<file path="src/rtl/cfg_guard_pkg.sv">
package cfg_guard_pkg;
  typedef enum logic [2:0] {
    OP_FUSE_WR = 3'd0,
    OP_FUSE_RD = 3'd1,
    OP_PRELOAD = 3'd2,
    OP_SIG_WR  = 3'd3,
    OP_SIG_RD  = 3'd4,
    OP_LOCK    = 3'd5,
    OP_ERASE   = 3'd6,
    OP_RSVD    = 3'd7
  } cmd_op_e;
endpackage

</file>
<file path="src/rtl/cfg_store.sv">
module cfg_store #(
  parameter int DATA_W    = 8,
  parameter int ADDR_W    = 4,
  parameter int SIG_BYTES = 8,
  localparam int FUSE_WORDS = 2 ** ADDR_W,
  localparam int SIG_IW     = $clog2(SIG_BYTES)
) (
  input  logic              clk_i,
  input  logic              rst_ni,
  input  logic              fuse_we_i,
  input  logic              sig_we_i,
  input  logic              pre_we_i,
  input  logic              lock_set_i,
  input  logic              erase_i,
  input  logic [ADDR_W-1:0] addr_i,
  input  logic [DATA_W-1:0] wdata_i,
  output logic [DATA_W-1:0] fuse_rdata_o,
  output logic [DATA_W-1:0] sig_rdata_o,
  output logic              lock_o,
  output logic [DATA_W-1:0] preload_o
);
  logic [DATA_W-1:0] fuse_q [FUSE_WORDS];
  logic [DATA_W-1:0] sig_q  [SIG_BYTES];
  logic              lock_q;
  logic [DATA_W-1:0] pre_q;
  logic [SIG_IW-1:0] sig_idx;

  assign sig_idx = addr_i[SIG_IW-1:0];

  always_ff @(posedge clk_i or negedge rst_ni) begin
    if (!rst_ni) begin
      for (int i = 0; i < FUSE_WORDS; i++) fuse_q[i] <= '0;
      lock_q <= 1'b0;
    end else if (erase_i) begin
      for (int i = 0; i < FUSE_WORDS; i++) fuse_q[i] <= '0;
      lock_q <= 1'b0;
    end else begin
      if (fuse_we_i) fuse_q[addr_i] <= wdata_i;
      if (lock_set_i) lock_q <= 1'b1;
    end
  end

  // signature region is never touched by erase
  always_ff @(posedge clk_i or negedge rst_ni) begin
    if (!rst_ni) begin
      for (int i = 0; i < SIG_BYTES; i++) sig_q[i] <= '0;
    end else if (sig_we_i) begin
      sig_q[sig_idx] <= wdata_i;
    end
  end

  always_ff @(posedge clk_i or negedge rst_ni) begin
    if (!rst_ni)       pre_q <= '0;
    else if (pre_we_i) pre_q <= wdata_i;
  end

  assign fuse_rdata_o = fuse_q[addr_i];
  assign sig_rdata_o  = sig_q[sig_idx];
  assign lock_o       = lock_q;
  assign preload_o    = pre_q;

  assert_erase_unlocks_R8: assert property (@(posedge clk_i) disable iff (!rst_ni)
    erase_i |=> (!lock_q && fuse_q[0] == '0));
endmodule

</file>
<file path="src/rtl/cfg_gate.sv">
module cfg_gate
  import cfg_guard_pkg::*;
#(
  parameter int DATA_W    = 8,
  parameter int ADDR_W    = 4,
  parameter int SIG_BYTES = 8
) (
  input  cmd_op_e           op_i,
  input  logic [ADDR_W-1:0] addr_i,
  input  logic              fire_i,
  input  logic              lock_i,
  input  logic [DATA_W-1:0] fuse_rdata_i,
  input  logic [DATA_W-1:0] sig_rdata_i,
  output logic              fuse_we_o,
  output logic              sig_we_o,
  output logic              pre_we_o,
  output logic              lock_set_o,
  output logic              erase_o,
  output logic              ok_o,
  output logic [DATA_W-1:0] rdata_o
);
  logic sig_in_range;
  assign sig_in_range = (int'(addr_i) < SIG_BYTES);

  always_comb begin
    fuse_we_o  = 1'b0;
    sig_we_o   = 1'b0;
    pre_we_o   = 1'b0;
    lock_set_o = 1'b0;
    erase_o    = 1'b0;
    ok_o       = 1'b0;
    rdata_o    = '0;
    unique case (op_i)
      OP_FUSE_WR: begin ok_o = 1'b1; fuse_we_o = fire_i; end
      OP_FUSE_RD: begin
        ok_o = !lock_i;
        if (!lock_i) rdata_o = fuse_rdata_i;
      end
      OP_PRELOAD: begin ok_o = !lock_i; pre_we_o = fire_i && !lock_i; end
      OP_SIG_WR:  begin ok_o = sig_in_range; sig_we_o = fire_i && sig_in_range; end
      OP_SIG_RD: begin
        ok_o = sig_in_range;
        if (sig_in_range) rdata_o = sig_rdata_i;
      end
      OP_LOCK:    begin ok_o = 1'b1; lock_set_o = fire_i; end
      OP_ERASE:   begin ok_o = 1'b1; erase_o = fire_i; end
      default:    ok_o = 1'b0;
    endcase
  end
endmodule

</file>
<file path="src/rtl/cfg_rsp.sv">
module cfg_rsp #(
  parameter int DATA_W = 8
) (
  input  logic              clk_i,
  input  logic              rst_ni,
  input  logic              fire_i,
  input  logic              ok_i,
  input  logic [DATA_W-1:0] rdata_i,
  output logic              valid_o,
  output logic              ok_o,
  output logic [DATA_W-1:0] data_o
);
  always_ff @(posedge clk_i or negedge rst_ni) begin
    if (!rst_ni) begin
      valid_o <= 1'b0;
      ok_o    <= 1'b0;
      data_o  <= '0;
    end else begin
      valid_o <= fire_i;
      if (fire_i) begin
        ok_o   <= ok_i;
        data_o <= rdata_i;
      end
    end
  end
endmodule

</file>
<file path="src/rtl/cfg_guard_ctrl.sv">
module cfg_guard_ctrl
  import cfg_guard_pkg::*;
#(
  parameter int DATA_W    = 8,
  parameter int ADDR_W    = 4,
  parameter int SIG_BYTES = 8
) (
  input  logic              clk_i,
  input  logic              rst_ni,
  input  logic              cmd_valid_i,
  output logic              cmd_ready_o,
  input  logic [2:0]        cmd_op_i,
  input  logic [ADDR_W-1:0] cmd_addr_i,
  input  logic [DATA_W-1:0] cmd_data_i,
  output logic              rsp_valid_o,
  output logic              rsp_ok_o,
  output logic [DATA_W-1:0] rsp_data_o,
  output logic [DATA_W-1:0] preload_o
);
  cmd_op_e           op;
  logic              fire, lock;
  logic              fuse_we, sig_we, pre_we, lock_set, erase, ok;
  logic [DATA_W-1:0] fuse_rdata, sig_rdata, rdata;

  assign op          = cmd_op_e'(cmd_op_i);
  assign cmd_ready_o = !rsp_valid_o;  // one command in flight
  assign fire        = cmd_valid_i && cmd_ready_o;

  cfg_store #(.DATA_W(DATA_W), .ADDR_W(ADDR_W), .SIG_BYTES(SIG_BYTES)) u_store (
    .clk_i, .rst_ni,
    .fuse_we_i(fuse_we), .sig_we_i(sig_we), .pre_we_i(pre_we),
    .lock_set_i(lock_set), .erase_i(erase),
    .addr_i(cmd_addr_i), .wdata_i(cmd_data_i),
    .fuse_rdata_o(fuse_rdata), .sig_rdata_o(sig_rdata),
    .lock_o(lock), .preload_o(preload_o)
  );

  cfg_gate #(.DATA_W(DATA_W), .ADDR_W(ADDR_W), .SIG_BYTES(SIG_BYTES)) u_gate (
    .op_i(op), .addr_i(cmd_addr_i), .fire_i(fire), .lock_i(lock),
    .fuse_rdata_i(fuse_rdata), .sig_rdata_i(sig_rdata),
    .fuse_we_o(fuse_we), .sig_we_o(sig_we), .pre_we_o(pre_we),
    .lock_set_o(lock_set), .erase_o(erase), .ok_o(ok), .rdata_o(rdata)
  );

  cfg_rsp #(.DATA_W(DATA_W)) u_rsp (
    .clk_i, .rst_ni, .fire_i(fire), .ok_i(ok), .rdata_i(rdata),
    .valid_o(rsp_valid_o), .ok_o(rsp_ok_o), .data_o(rsp_data_o)
  );

  assert_rsp_follows_R2: assert property (@(posedge clk_i) disable iff (!rst_ni)
    fire |=> (rsp_valid_o && !cmd_ready_o));
  assert_rsp_single_R2: assert property (@(posedge clk_i) disable iff (!rst_ni)
    rsp_valid_o |=> !rsp_valid_o);
  assert_locked_verify_R4: assert property (@(posedge clk_i) disable iff (!rst_ni)
    (fire && op == OP_FUSE_RD && lock) |=> (!rsp_ok_o && rsp_data_o == '0));
  assert_locked_preload_R5: assert property (@(posedge clk_i) disable iff (!rst_ni)
    (fire && op == OP_PRELOAD && lock) |=> (!rsp_ok_o && $stable(preload_o)));
  assert_lock_now_R6: assert property (@(posedge clk_i) disable iff (!rst_ni)
    (fire && op == OP_LOCK) |=> lock);
  assert_sig_open_R7: assert property (@(posedge clk_i) disable iff (!rst_ni)
    (fire && op == OP_SIG_RD && int'(cmd_addr_i) < SIG_BYTES) |=> rsp_ok_o);
  assert_rsvd_refused_R9: assert property (@(posedge clk_i) disable iff (!rst_ni)
    (fire && op == OP_RSVD) |=> (!rsp_ok_o && rsp_data_o == '0));
endmodule

</file>
<file path="config.mk">
export PLATFORM = sky130hd
export DESIGN_NAME = cfg_guard_ctrl
export DESIGN_NICKNAME = d
export VERILOG_FILES = /design/src/rtl/cfg_guard_pkg.sv /design/src/rtl/cfg_store.sv /design/src/rtl/cfg_gate.sv /design/src/rtl/cfg_rsp.sv /design/src/rtl/cfg_guard_ctrl.sv
export SDC_FILE = /design/constraint.sdc
export NUM_CORES = 1
export LEC_CHECK = 0
export BUFFER_PORTS_ARGS = -buffer_cell sky130_fd_sc_hd__clkbuf_2
export CAP_MARGIN = 20
export CORE_MARGIN = 5
export CORE_UTILIZATION = 38
export CTS_BUF_LIST = sky130_fd_sc_hd__clkbuf_4
export CTS_CLUSTER_SIZE = 16
export DETAILED_ROUTE_END_ITERATION = 7
export GPL_TIMING_DRIVEN = 0
export PLACE_DENSITY_LB_ADDON = 0.08
export RECOVER_POWER = 50
export SYNTH_ARGS = -nofsm -noshare
export SYNTH_HDL_FRONTEND = slang
export SYNTH_SLANG_ARGS = --single-unit
</file>
<file path="constraint.sdc">
create_clock -name clk_i -period 2.3 [get_ports clk_i]
set_clock_uncertainty 0.05 [all_clocks]
set_input_delay 0.115 -clock clk_i [delete_from_list [all_inputs] [get_ports clk_i]]
set_output_delay 0.115 -clock clk_i [all_outputs]
set_load 0.01 [all_outputs]
</file>
==> metrics.cfg <==
[outcome]
status=completed

[yosys]
syn_inst=817
netlist_area_um2=9900
synth.distinct_cells=44
ys_seq_elements=211
ys_seq_area_frac=0.533
syn_nets=835
ys_warn_count=0
synth.avg_cell_area_um2=12.1

[clocking]
htreeDepth=2
worstSkewPairLatency_ns=0.68
cts_buffers=58
cts_tree=yes
post_cts_buffers=0
clk_pin_slew_ns=0.07
cts_max_path_buffers=3
cts_root_buffer=clkbuf_4
cts_num_sinks=211

[die]
dieArea_um2=29400
start_util=0.383
core_um2=25800
ioPinCount=37
die_x_um=171
die_h_um=171
row_count=59

[timing]
final_max_slew_viol_count=0
post-route-min-period_ns=2.16
max_slew.worst_pin.slew_ns=1.49
relSlewSlack=0.00840
max_freq_mhz=464
setup_viol=0
post-route-period-util=0.937
hold_viol=0
rsz0062_at_grt=false
setup_tns_ns=0

[global_routing]
grt_max_degree=107
antenna_found_initial=1
grt_use_total=0.201
overflow=0
grt_pass1_vias=7531
grt_pass1_wl_um=44800

[setup_path]
required_ns=2.80
worst_setup_path_end_kind=flop
crit_buf_inv=2
critPathTopFamily=compound AO/OA/AOI/OAI gates
cpPeakStageDelay_ns=0.42
endpoint=u_store.fuse_q[62]
crit_arrival_ns=2.66
crit_chain=nor3b_2, buf_2, buf_4, o211ai_1, a22o_1
cp_num_cells=5
cp-start-kind=flop
reg2reg_to=u_store.fuse_q[62]
reg2reg_from=u_rsp.valid_o
rrSetupSlack_ns=0.14
path_class=flop to flop
startpoint=u_rsp.valid_o
cp_slowest_cell=dfrtp_1
reg2regPathDepth=5
crit_fanout=10

[layout]
fin_cells=1292
fillerInstances=2475
drive_above_1_share=0.303
area_delta_synth_final_pct=14.6
final_cell_mix=dfrtp_1 (211), nand2_1 (137), o21ai_0 (101)
nNetsFinal=938
fin_area_um2=11400
layout_commonest_cell=dfrtp_1

[pwr]
peakVddDrop_v=0.000431
p_leak_nw=5.22
powerDensity_nw_per_um2=762
p_total_mw=8.65

[placed_design]
routabilityCongestion=0.906
place_area_um2=10500
portBuffers=24
dp_hpwl_um=20000
dp.cells=1177

[drt]
drc_errors=0
vias_per_cell=5.57
ant_nets=0
drtIter0Drc=473
num_vias=7200
wl_per_cell_um=22.4
drt-pass1-iter-count=7
routed_wl_um=29000

[worst_hold_path]
hold_class=input pin to flop

[job]
max_cap_viol_count=0

## kinds of logic after synthesis
family | share of synthesized area
multiplexers | 0.190
buffers and inverters | 0.0350
AO/OA/AOI/OAI | 0.122
flip-flops | 0.533
XOR/XNOR | 0.00366
AND/OR/NAND/NOR | 0.116
## power breakdown
group          total [mW]  switching, mW  internal [mW]
combinational        1.07          0.601          0.469
clock                3.33           1.54           1.79
sequential           4.25          0.190           4.06
total                8.65           2.33           6.32
## area by class of cell
cell class | instances | area [µm²] | area share
repair buffers | 43 | 308 | 0.0271
well taps | 335 | 419 | 0.0369
flip-flops and latches | 211 | 5280 | 0.465
multi-input cells | 546 | 4280 | 0.377
clock inverters | 10 | 71.3 | 0.00628
diodes | 1 | 2.50 | 0.000220
clock buffers | 86 | 646 | 0.0569
inverters | 3 | 11.3 | 0.000992
plain buffers | 57 | 335 | 0.0295
## what timing repair did
action / CTS / global route
setup endpoints to repair: 0 / 1
hold buffers: 18 / 0
gates resized for setup: 0 / 1
endpoints found under the hold margin: 194 / 0
## worst min-delay path by stage
stage / slack [ns] / end / from / depth (start not counted)
finish: 0.06 / u_store.fuse_q[62] / cmd_addr_i[1] / 3
global route: 0.04 / u_store.fuse_q[62] / cmd_addr_i[1] / 3
CTS: 0.009 / u_store.fuse_q[62] / cmd_addr_i[1] / 3
detailed placement: 0.24 / u_store.fuse_q[89] / rst_ni / 1
global placement: 0.34 / u_store.lock_o / cmd_op_i[0] / 3
floorplan: -0.23 / u_rsp.data_o[0] / rst_ni / 0
## per-layer routing
metal / global-route usage / routed length (µm)
met1: 0.275 / 12800
met2: 0.323 / 13800
met3: 0.0434 / 1660
met4: 0.0623 / 756
met5: 0 / 0
## synth_stat cells
master	number	area share
a21boi_1	1	0.00076
a21o_1	1	0.00076
a21oi_1	1	0.00050
a22o_1	10	0.0088
a22oi_1	16	0.012
a31oi_1	17	0.011
a41oi_1	8	0.0071
and2_1	5	0.0032
and3_1	17	0.011
and4_1	1	0.00088
and4b_1	5	0.0051
and4bb_2	5	0.0063
buf_1	2	0.00076
buf_2	26	0.013
buf_4	11	0.0083
buf_6	6	0.0068
clkbuf_1	10	0.0038
clkbuf_2	2	0.0010
dfrtp_1	211	0.53
inv_1	3	0.0011
mux2_2	64	0.073
mux2_4	8	0.012
mux2i_1	32	0.032
mux4_2	32	0.073
nand2_1	137	0.052
nand2_2	8	0.0051
nand3_1	9	0.0045
nand3b_1	2	0.0015
nor2_1	13	0.0049
nor2b_1	6	0.0038
nor3b_2	2	0.0025
nor4_4	1	0.0021
nor4b_2	1	0.0015
nor4b_4	4	0.0096
nor4bb_1	1	0.0010
o2111ai_1	1	0.00088
o211ai_1	3	0.0023
o211ai_2	12	0.015
o21ai_0	101	0.051
o21ai_1	12	0.0061
o2bb2ai_1	7	0.0062
or4b_1	1	0.0010
xnor2_4	1	0.0028
xor2_1	1	0.00088
## metrics by stage
stage                util  setup WS, ns  hold WS, ns
floorplan               -         0.588       -0.231
global placement    0.404         -2.90        0.342
detailed placement  0.406         0.199        0.241
CTS                 0.440         0.134      0.00900
global route        0.439       0.00695       0.0385
finish              0.439         0.144       0.0567
## registers in the layout, indices dropped and copies added (netlist names)
signal,cells
u_rsp.data_o,8
u_store.fuse_q,128
u_store.lock_o,1
u_store.preload_o,8
u_rsp.ok_o,1
u_rsp.valid_o,1
u_store.sig_q,64
## worst reg2reg max path: cells and delay by family, from the launching register on
kind / cells / cell delay [ns]
buf+inv: 2 / 0.59
compound gates: 2 / 0.70
simple gates: 1 / 0.27
flops: 1 / 0.42
Note: power is estimated with default switching activity, not from simulation.
